$ cat src/rtl/gpio_tmr_pkg.sv
package gpio_tmr_pkg;

    // Register offsets; the order is fixed because software decodes it.
    localparam int unsigned OFF_DATA = 0;
    localparam int unsigned OFF_IN   = 1;
    localparam int unsigned OFF_DIR  = 2;

    typedef enum logic [1:0] {
        SEL_DATA = 2'd0,
        SEL_IN   = 2'd1,
        SEL_DIR  = 2'd2,
        SEL_NONE = 2'd3
    } reg_sel_e;

    typedef struct packed {
        logic oe;
        logic val;
    } pin_drive_t;

    function automatic reg_sel_e decode_off(input logic [15:0] off);
        case (off)
            16'(OFF_DATA): return SEL_DATA;
            16'(OFF_IN):   return SEL_IN;
            16'(OFF_DIR):  return SEL_DIR;
            default:       return SEL_NONE;
        endcase
    endfunction

    // Compare ownership wins over the software direction and data.
    function automatic pin_drive_t pick_drive(input logic dir_bit,
                                              input logic data_bit,
                                              input logic cmp_on,
                                              input logic cmp_bit);
        pin_drive_t d;
        if (cmp_on) begin
            d.oe  = 1'b1;
            d.val = cmp_bit;
        end else begin
            d.oe  = dir_bit;
            d.val = data_bit;
        end
        return d;
    endfunction

endpackage

$ cat src/rtl/gpio_sync.sv
module gpio_sync #(
    parameter int W      = 8,
    parameter int STAGES = 2
) (
    input  logic         clk,
    input  logic         rst,
    input  logic [W-1:0] din,
    output logic [W-1:0] dout
);
    logic [W-1:0] stg [STAGES];

    always_ff @(posedge clk) begin
        if (rst) begin
            for (int i = 0; i < STAGES; i++) stg[i] <= '0;
        end else begin
            stg[0] <= din;
            for (int i = 1; i < STAGES; i++) stg[i] <= stg[i-1];
        end
    end

    assign dout = stg[STAGES-1];
endmodule

$ cat src/rtl/gpio_regs.sv
module gpio_regs
    import gpio_tmr_pkg::*;
#(
    parameter int W      = 8,
    parameter int ADDR_W = 2
) (
    input  logic              clk,
    input  logic              rst,
    input  logic [ADDR_W-1:0] addr,
    input  logic              we,
    input  logic [W-1:0]      wdata,
    input  logic [W-1:0]      pin_sync,
    output logic [W-1:0]      rdata,
    output logic [W-1:0]      data_q,
    output logic [W-1:0]      dir_q
);
    reg_sel_e sel;

    assign sel = decode_off(16'(addr));

    always_ff @(posedge clk) begin
        if (rst) begin
            data_q <= '0;
            dir_q  <= '0;
        end else if (we) begin
            // The input register and unmapped offsets take no writes.
            if (sel == SEL_DATA) data_q <= wdata;
            if (sel == SEL_DIR)  dir_q  <= wdata;
        end
    end

    always_comb begin
        case (sel)
            SEL_DATA: rdata = data_q;
            SEL_IN:   rdata = pin_sync;
            SEL_DIR:  rdata = dir_q;
            default:  rdata = '0;
        endcase
    end
endmodule

$ cat src/rtl/gpio_pad_mux.sv
module gpio_pad_mux
    import gpio_tmr_pkg::*;
#(
    parameter int W = 8
) (
    input  logic [W-1:0] dir_q,
    input  logic [W-1:0] data_q,
    input  logic [W-1:0] cmp_en,
    input  logic [W-1:0] cmp_val,
    output logic [W-1:0] pad_out,
    output logic [W-1:0] pad_oe
);
    for (genvar n = 0; n < W; n++) begin : g_pin
        pin_drive_t drv;
        assign drv        = pick_drive(dir_q[n], data_q[n], cmp_en[n], cmp_val[n]);
        assign pad_oe[n]  = drv.oe;
        assign pad_out[n] = drv.val;
    end
endmodule

$ cat src/rtl/gpio_tmr_port.sv
module gpio_tmr_port #(
    parameter int W           = 8,
    parameter int ADDR_W      = 2,
    parameter int SYNC_STAGES = 2
) (
    input  logic              clk,
    input  logic              rst,
    input  logic [ADDR_W-1:0] bus_addr,
    input  logic              bus_we,
    input  logic [W-1:0]      bus_wdata,
    output logic [W-1:0]      bus_rdata,
    input  logic [W-1:0]      pad_in,
    output logic [W-1:0]      pad_out,
    output logic [W-1:0]      pad_oe,
    input  logic [W-1:0]      cmp_en,
    input  logic [W-1:0]      cmp_val,
    output logic [W-1:0]      cap_tap
);
    logic [W-1:0] pin_sync;
    logic [W-1:0] data_q;
    logic [W-1:0] dir_q;

    gpio_sync #(.W(W), .STAGES(SYNC_STAGES)) u_sync (
        .clk  (clk),
        .rst  (rst),
        .din  (pad_in),
        .dout (pin_sync)
    );

    gpio_regs #(.W(W), .ADDR_W(ADDR_W)) u_regs (
        .clk      (clk),
        .rst      (rst),
        .addr     (bus_addr),
        .we       (bus_we),
        .wdata    (bus_wdata),
        .pin_sync (pin_sync),
        .rdata    (bus_rdata),
        .data_q   (data_q),
        .dir_q    (dir_q)
    );

    gpio_pad_mux #(.W(W)) u_mux (
        .dir_q   (dir_q),
        .data_q  (data_q),
        .cmp_en  (cmp_en),
        .cmp_val (cmp_val),
        .pad_out (pad_out),
        .pad_oe  (pad_oe)
    );

    assign cap_tap = pin_sync;
endmodule

$ cat config.mk
export PLATFORM = sky130hd
export DESIGN_NAME = gpio_tmr_port
export DESIGN_NICKNAME = d
export VERILOG_FILES = /design/src/rtl/gpio_tmr_pkg.sv /design/src/rtl/gpio_sync.sv /design/src/rtl/gpio_regs.sv /design/src/rtl/gpio_pad_mux.sv /design/src/rtl/gpio_tmr_port.sv
export SDC_FILE = /design/constraint.sdc
export NUM_CORES = 1
export LEC_CHECK = 0
export BUFFER_PORTS_ARGS = -buffer_cell sky130_fd_sc_hd__buf_4
export CAP_MARGIN = 40
export CORE_MARGIN = 5
export CORE_UTILIZATION = 25
export DETAILED_ROUTE_END_ITERATION = 8
export HOLD_SLACK_MARGIN = 0.06
export MAX_ROUTING_LAYER = met4
export PLACE_DENSITY_LB_ADDON = 0.08
export SLEW_MARGIN = 30
export SYNTH_ARGS = -nofsm -noshare
export SYNTH_HDL_FRONTEND = slang
export SYNTH_SLANG_ARGS = --single-unit
$ cat constraint.sdc
create_clock -name clk -period 0.9 [get_ports clk]
set_input_delay 0.09 -clock clk [delete_from_list [all_inputs] [get_ports clk]]
set_output_delay 0.09 -clock clk [all_outputs]
set_load 0.005 [all_outputs]
==> results of run 1 <==
==> repair_timing <==
action,4_1_cts,5_1_grt
hold buffers,8,0
pin swaps,16,0
gates resized for setup,58,6
buffers inserted,10,1
hold endpoints to repair,8,0
cloned,0,0
endpoints found under the setup margin,24,25
==> flip-flops by register name, indices dropped and copies added (netlist names) <==
register and cells:
u_regs.data_q 8, u_regs.dir_q 8, u_sync.stg 16
==> power by group <==
part	switching, uW	internal, uW
clock	495	525
combinational	218	440
sequential	30.9	1480
==> synth_stat cells <==
cell,n,share of area
sky130_fd_sc_hd__clkbuf_1,4,0.010
sky130_fd_sc_hd__mux2i_1,24,0.16
sky130_fd_sc_hd__nand3b_4,1,0.013
sky130_fd_sc_hd__o2bb2ai_1,8,0.047
sky130_fd_sc_hd__buf_2,1,0.0033
sky130_fd_sc_hd__nand2b_1,24,0.10
sky130_fd_sc_hd__and2b_1,1,0.0050
sky130_fd_sc_hd__buf_6,3,0.022
sky130_fd_sc_hd__or2_2,8,0.033
sky130_fd_sc_hd__buf_4,9,0.045
sky130_fd_sc_hd__dfxtp_1,32,0.43
sky130_fd_sc_hd__nor3b_2,1,0.0083
sky130_fd_sc_hd__mux2_2,8,0.060
sky130_fd_sc_hd__nor2b_1,16,0.067
==> final cells by class <==
type,instances,area [um2],share of cell area
tap,75,93.8,0.0374
clock inverter,1,5.00,0.00200
multi-input combinational,91,820,0.327
clock buffer,6,72.6,0.0290
sequential,32,668,0.267
timing repair buffer,97,847,0.338
==> kinds of logic after synthesis <==
logic type / Yosys count / share of synthesized area
simple gates: 51 / 0.226
compound gates: 8 / 0.0466
buf+inv: 17 / 0.0808
mux: 32 / 0.220
flops: 32 / 0.426
==> per-layer routing <==
| metal | track usage | vias up | part of all wire |
|---|---|---|---|
| met1 | 0.141 | 574 | 0.44 |
| met5 | - | - | 0 |
| met2 | 0.182 | 37 | 0.48 |
| li1 | - | 634 | - |
| met3 | 0.0292 | 4 | 0.069 |
| met4 | 0.0502 | 0 | 0.0095 |
==> path summary, 6_finish.rpt <==
path	startpoint	end	slack (ns)	cells past startpoint
worst min register to register	u_sync.stg[0][1]$_SDFF_PP0_	u_sync.stg[0][9]$_SDFF_PP0_	0.43	1
worst max-delay path	u_regs.data_q[2]$_SDFFE_PP0P_	pad_out[2]	-0.19	2
worst min-delay path	bus_wdata[2]	u_regs.dir_q[2]$_SDFFE_PP0P_	0.1	3
worst max register to register	u_regs.dir_q[5]$_SDFFE_PP0P_	u_regs.dir_q[5]$_SDFFE_PP0P_	0.19	3
==> stage by stage <==
step / power [uW] / cells / setup WS, ns / TNS, ns
CTS: 3250 / 301 / -0.202 / -4.07
global placement: 2060 / 276 / -0.0400 / -0.226
floorplan: 1780 / 140 / 0.122 / 0
global route: 3380 / 302 / -0.237 / -4.70
detailed placement: 2070 / 276 / -0.0460 / -0.414
finish: 3190 / 302 / -0.190 / -3.61
==> worst max-delay path: stages (launching register included) <==
cell                      delay, ns
sky130_fd_sc_hd__dfxtp_2       0.34
sky130_fd_sc_hd__mux2_4        0.27
sky130_fd_sc_hd__buf_6         0.12
==> results.md, run 1 <==
| Group | Result | Reported |
|---|---|---|
| grt | Maximum number of pins on one net before global-route repair | 38 |
| drt | Number of detailed-routing iterations run before antenna repair | 3 |
| timing | Setup repair after global routing missed its margin | true |
| timing | Worst Skew | 0.00612 ns |
| clock tree | Total number of H-tree levels | 2 |
| floorplan | Placeable core region | 0.00589 mm2 |
| grt | Overflow left after global routing | 0 |
| synth | Net count of the mapped netlist | 177 |
| layout | Leading cell type in the layout, fill and taps excluded | sky130_fd_sc_hd__buf_4 |
| job | # Max-Cap Violations | 0 |
| synth | Yosys cell types | 14 |
| synth | Post-Syn Area per Cell | 10.7 um2 |
| place | RD Place Congestion | 0.737 |
| timing | Slew Limit Fails | 0 |
| layout | Filler cells | 582 |
| place | Number of buffers added on ports | 68 |
| drt | Final WL | 4010 um |
| drt | Number of nets with antenna violations after detailed routing | 0 |
| critical path | Capturing element type of the critical path | primary output |
| status | Outcome | complete, but fails checks |
| grt | Antenna violations before repair | 0 |
| drt | Number of remaining DRC errors | 0 |
| critical path | Critical path fanouts, max | 3 |
| clock tree | Buffer levels on the longest clock path | 2 |
| layout | Diodes inserted | 0 |
| critical path | Critical path type | register to primary output |
| timing | Final number of hold-violating endpoints | 0 |
| drt | Overall via count from detail_route | 1249 |
| synth | Synthesis Warnings | 0 |
| timing | Transition at the pin with the smallest max-transition slack | 0.309 ns |
| layout | Fraction of layout cells with a size suffix above 1 | 0.634 |
| floorplan | Die X-Extent | 87.5 um |
| layout | Finished Core Util | 0.426 |
| clock tree | Clock tree from TritonCTS | done |
| floorplan | Starting density of the core | 0.255 |
| critical path | Arrival time of data at the critical path endpoint | 1.00 ns |
| synth | Number of standard cells after synthesis | 140 |
| timing | Final min period | 1.09 ns |
| clock tree | Clock-pin slew reported for the worst setup and hold paths after clock tree synthesis | 0.07 ns |
| synth | Flip-flop and latch count after synthesis | 32 |
| layout | Commonest cells after routing, fill and taps aside | 65 x sky130_fd_sc_hd__buf_4, 24 x sky130_fd_sc_hd__nand2b_1, 23 x sky130_fd_sc_hd__buf_6 |
| grt | Wire length of the first global-routing pass | 6620 um |
| drt | Vias per Instance | 4.14 |
| clock tree | Clock insertion delay at the later pin of the skew report | 0.28 ns |
| pwr | Leakage dissipation | 0.00115 uW |
| hold path | Classification of the worst-slack hold path | primary input to register |
| floorplan | Height of the die | 87.5 um |
| pwr | IR drop worst, VDD | 0.732 mV |
| clock tree | Number of sinks handled by clock tree synthesis | 32 |
| place | HPWL Detailed | 3020 um |
| timing | Maximum clock frequency | 0.917 GHz |
| floorplan | Floorplan row count | 28 |
| drt | Initial detailed-routing violation count | 16 |
| floorplan | I/O pin total | 69 |
| status | Failing checks | setup timing |
| timing | Post-route clock period utilization | 1.21 |
| critical path | Type of origin of the critical path | register |
| timing | Final Worst Setup Slack | -0.190 ns |
| layout | Finished Cell Area | 0.00251 mm2 |
| clock tree | Cell at the root of the clock tree | sky130_fd_sc_hd__clkbuf_8 |
| synth | Syn Std Cell Area | 0.00150 mm2 |
| floorplan | Full die area | 0.00766 mm2 |
| grt | Number of global-route vias before repair | 1401 |
| pwr | Pwr per Cell Area | 1270 mW/mm2 |
| layout | Final net count | 264 |
| timing | Slew HR | 0.794 |
| layout | Area growth from synthesis to layout | 66.8% |
| drt | Routed len/inst | 13.3 um |
| synth | Share of synthesized area occupied by flip-flops and latches | 0.426 |
| clock tree | Total CTS buffers | 5 |
| critical path | Critical path required time | 0.81 ns |
| timing | Hold_ws | 0.0996 ns |
| place | Standard cell area after detailed placement | 0.00207 mm2 |
| timing | Final number of setup-violating endpoints | 25 |
| grt | All-layer global routing usage | 0.116 |
(Power assumes the default switching activity.)
==> inputs of run 2 (changes only) <==
--- a/config.mk
+++ b/config.mk
@@ -7,6 +7,7 @@
 export LEC_CHECK = 0
 export BUFFER_PORTS_ARGS = -buffer_cell sky130_fd_sc_hd__buf_4
 export CAP_MARGIN = 40
+export CORE_ASPECT_RATIO = 0.8
 export CORE_MARGIN = 5
 export CORE_UTILIZATION = 25
 export DETAILED_ROUTE_END_ITERATION = 8
==> constraint.sdc (replaced) <==
create_clock -name clk -period 0.9 [get_ports clk]
set_input_delay 0.18 -clock clk [delete_from_list [all_inputs] [get_ports clk]]
set_output_delay 0.18 -clock clk [all_outputs]
set_load 0.005 [all_outputs]
==> run 2 against run 1 <==
Net effect: the flow still finishes with violations (setup timing); sequential power is essentially flat; combinational power grew 4.4%; critical endpoint is now bus_rdata[7]; final area grew 2.3%; highest routed layer unchanged.
==> results.md, run 2 (same netlist as run 1, synthesis figures left out) <==
| Group | Result | Reported |
|---|---|---|
| timing | Maximum clock frequency | 0.846 GHz |
| layout | Leading cell type in the layout, fill and taps excluded | sky130_fd_sc_hd__buf_4 |
| critical path | Critical path type | register to primary output |
| critical path | Buffers & Inverters on Critical Path | 1 |
| layout | Final net count | 266 |
| floorplan | Placeable core region | 0.00588 mm2 |
| layout | Fraction of layout cells with a size suffix above 1 | 0.672 |
| layout | Diodes inserted | 0 |
| floorplan | Floorplan row count | 25 |
| place | HPWL Detailed | 3220 um |
| clock tree | Buffer levels on the longest clock path | 2 |
| drt | Initial detailed-routing violation count | 50 |
| status | Outcome | complete, but fails checks |
| hold path | Worst Hold Path Cells | 2 |
| critical path | Type of origin of the critical path | register |
| floorplan | Die X-Extent | 96.7 um |
| drt | Number of nets with antenna violations after detailed routing | 0 |
| timing | Final number of hold-violating endpoints | 0 |
| critical path | Length in cells of the worst reg-to-reg path | 3 |
| critical path | Capturing element type of the critical path | primary output |
| hold path | End point of the worst hold path | u_sync.stg[0][2]$_SDFF_PP0_ |
| critical path | Worst path max stage delay | 0.32 ns |
| critical path | Critical path fanouts, max | 2 |
| floorplan | Starting density of the core | 0.256 |
| grt | Maximum number of pins on one net before global-route repair | 30 |
| timing | Worst Skew | 0.00995 ns |
| hold path | Classification of the worst-slack hold path | primary input to register |
| layout | Commonest cells after routing, fill and taps aside | 62 x sky130_fd_sc_hd__buf_4, 36 x sky130_fd_sc_hd__buf_6, 24 x sky130_fd_sc_hd__mux2i_1, 24 x sky130_fd_sc_hd__nand2b_1, 24 x sky130_fd_sc_hd__dfxtp_2 |
| critical path | Crit path cell chain | mux2i_1, o2bb2ai_2, buf_4 |
| clock tree | Cell at the root of the clock tree | sky130_fd_sc_hd__clkbuf_8 |
| drt | Routed len/inst | 13.6 um |
| place | Number of buffers added on ports | 68 |
| place | RD Place Congestion | 0.736 |
| drt | Overall via count from detail_route | 1240 |
| critical path | Critical R2R Capture | u_regs.dir_q[2]$_SDFFE_PP0P_ |
| pwr | Leakage dissipation | 0.00120 uW |
| timing | Slew Limit Fails | 0 |
| pwr | IR drop worst, VDD | 0.596 mV |
| timing | Post-route clock period utilization | 1.31 |
| grt | Wire length of the first global-routing pass | 6830 um |
| critical path | Cell family with most CP delay | flip-flops |
| drt | Vias per Instance | 4.00 |
| drt | Number of remaining DRC errors | 0 |
| floorplan | Height of the die | 79.3 um |
| timing | Final min period | 1.18 ns |
| place | Worst Setup Slack post-DPL | -0.285 ns |
| critical path | Crit Reg-Reg Startpoint | u_regs.dir_q[2]$_SDFFE_PP0P_ |
| timing | Final Worst Setup Slack | -0.282 ns |
| clock tree | Clock-pin slew reported for the worst setup and hold paths after clock tree synthesis | 0.07 ns |
| clock tree | Total CTS buffers | 5 |
| layout | Area growth from synthesis to layout | 70.7% |
| timing | Slew HR | 0.838 |
| grt | Number of global-route vias before repair | 1390 |
| timing | Transition at the pin with the smallest max-transition slack | 0.243 ns |
| critical path | Highest-delay cell along the critical path | sky130_fd_sc_hd__dfxtp_2 |
| pwr | Pwr per Cell Area | 1260 mW/mm2 |
| layout | Filler cells | 592 |
| clock tree | Total number of H-tree levels | 2 |
| critical path | Worst reg-to-reg setup slack | 0.18 ns |
| layout | Largest register FFs | 16 |
| critical path | Critical path required time | 0.72 ns |
| grt | Antenna violations before repair | 0 |
| hold path | Start point of the worst min-delay path | pad_in[2] |
| clock tree | Clock insertion delay at the later pin of the skew report | 0.27 ns |
| layout | Largest Register | u_sync.stg |
| grt | All-layer global routing usage | 0.117 |
| timing | Final number of setup-violating endpoints | 32 |
| clock tree | Clock tree from TritonCTS | done |
| grt | Overflow left after global routing | 0 |
| clock tree | Number of sinks handled by clock tree synthesis | 32 |
| pwr | Total power draw | 3220 uW |
| status | Failing checks | setup timing |
| drt | Number of detailed-routing iterations run before antenna repair | 4 |
| layout | Registers with the most flip-flops | u_sync.stg (16), u_regs.data_q (8), u_regs.dir_q (8) |
| job | # Max-Cap Violations | 0 |
| timing | Setup repair after global routing missed its margin | true |
| drt | Final WL | 4220 um |
| floorplan | Full die area | 0.00767 mm2 |
| floorplan | I/O pin total | 69 |
| critical path | Arrival time of data at the critical path endpoint | 1.00 ns |
-- run 2: cell count changes in the layout (fill, tap and decap cells not counted), moves of 2 or more --
cell / before / now
sky130_fd_sc_hd__buf_4: 65 / 62
sky130_fd_sc_hd__buf_6: 23 / 36
sky130_fd_sc_hd__dfxtp_1: 10 / 8
sky130_fd_sc_hd__dfxtp_2: 22 / 24
sky130_fd_sc_hd__dlygate4sd3_1: 8 / 0
sky130_fd_sc_hd__mux2_2: 6 / 3
sky130_fd_sc_hd__mux2_4: 2 / 5
sky130_fd_sc_hd__mux2i_1: 22 / 24
sky130_fd_sc_hd__mux2i_2: 2 / 0
-- run 2: stage by stage --
stage / utilization / TNS (ns) / hold slack, ns / instances / cell area [um2]
floorplan: - / 0 / 0.308 / 140 / 1520
global placement: 0.379 / -4.66 / 0.395 / 301 / 2230
detailed placement: 0.379 / -4.87 / 0.397 / 301 / 2230
CTS: 0.431 / -7.10 / 0.104 / 309 / 2540
global route: 0.436 / -7.95 / 0.109 / 310 / 2560
finish: 0.436 / -6.71 / 0.111 / 310 / 2560
-- run 2: how the worst max path moves through the flow --
stage,from,to,slack [ns],depth (start not counted)
2_1_floorplan,bus_addr[1],bus_rdata[1],0.02,4
3_3_place_gp,bus_addr[0],bus_rdata[0],-0.28,5
3_5_place_dp,bus_addr[0],bus_rdata[1],-0.28,5
4_1_cts,u_regs.data_q[0]$_SDFFE_PP0P_,bus_rdata[0],-0.29,3
5_1_grt,u_regs.data_q[0]$_SDFFE_PP0P_,bus_rdata[0],-0.31,3
6_report,u_sync.stg[0][15]$_SDFF_PP0_,bus_rdata[7],-0.28,3
-- run 2: report_power, final --
group	total (uW)	switching (uW)	leakage (uW)	internal [uW]
clock	1020	495	0.0000410	525
sequential	1510	30.6	0.000273	1480
combinational	687	227	0.000884	459
total	3220	753	0.00120	2470
-- run 2: cell type report --
| cell class | instances | area (um2) | area share |
|---|---|---|---|
| timing repair buffer | 99 | 891 | 0.347 |
| sequential | 32 | 671 | 0.261 |
| clock buffer | 6 | 72.6 | 0.0283 |
| tap | 81 | 101 | 0.0395 |
| clock inverter | 1 | 5.00 | 0.00195 |
| multi-input combinational | 91 | 825 | 0.321 |
-- run 2: layer usage --
layer | routed length (um) | GRT usage
met1 | 1840 | 0.139
met2 | 2160 | 0.195
met3 | 198 | 0.0316
met4 | 23 | 0.0337
met5 | 0 | -
-- run 2: timing repair --
item                                    4_1_cts  5_1_grt
setup buffers                                 2        5
hold endpoints to repair                      0        0
pin swaps                                    15        2
hold buffers                                  0        0
gates resized for setup                      75        9
endpoints found under the setup margin       32       35
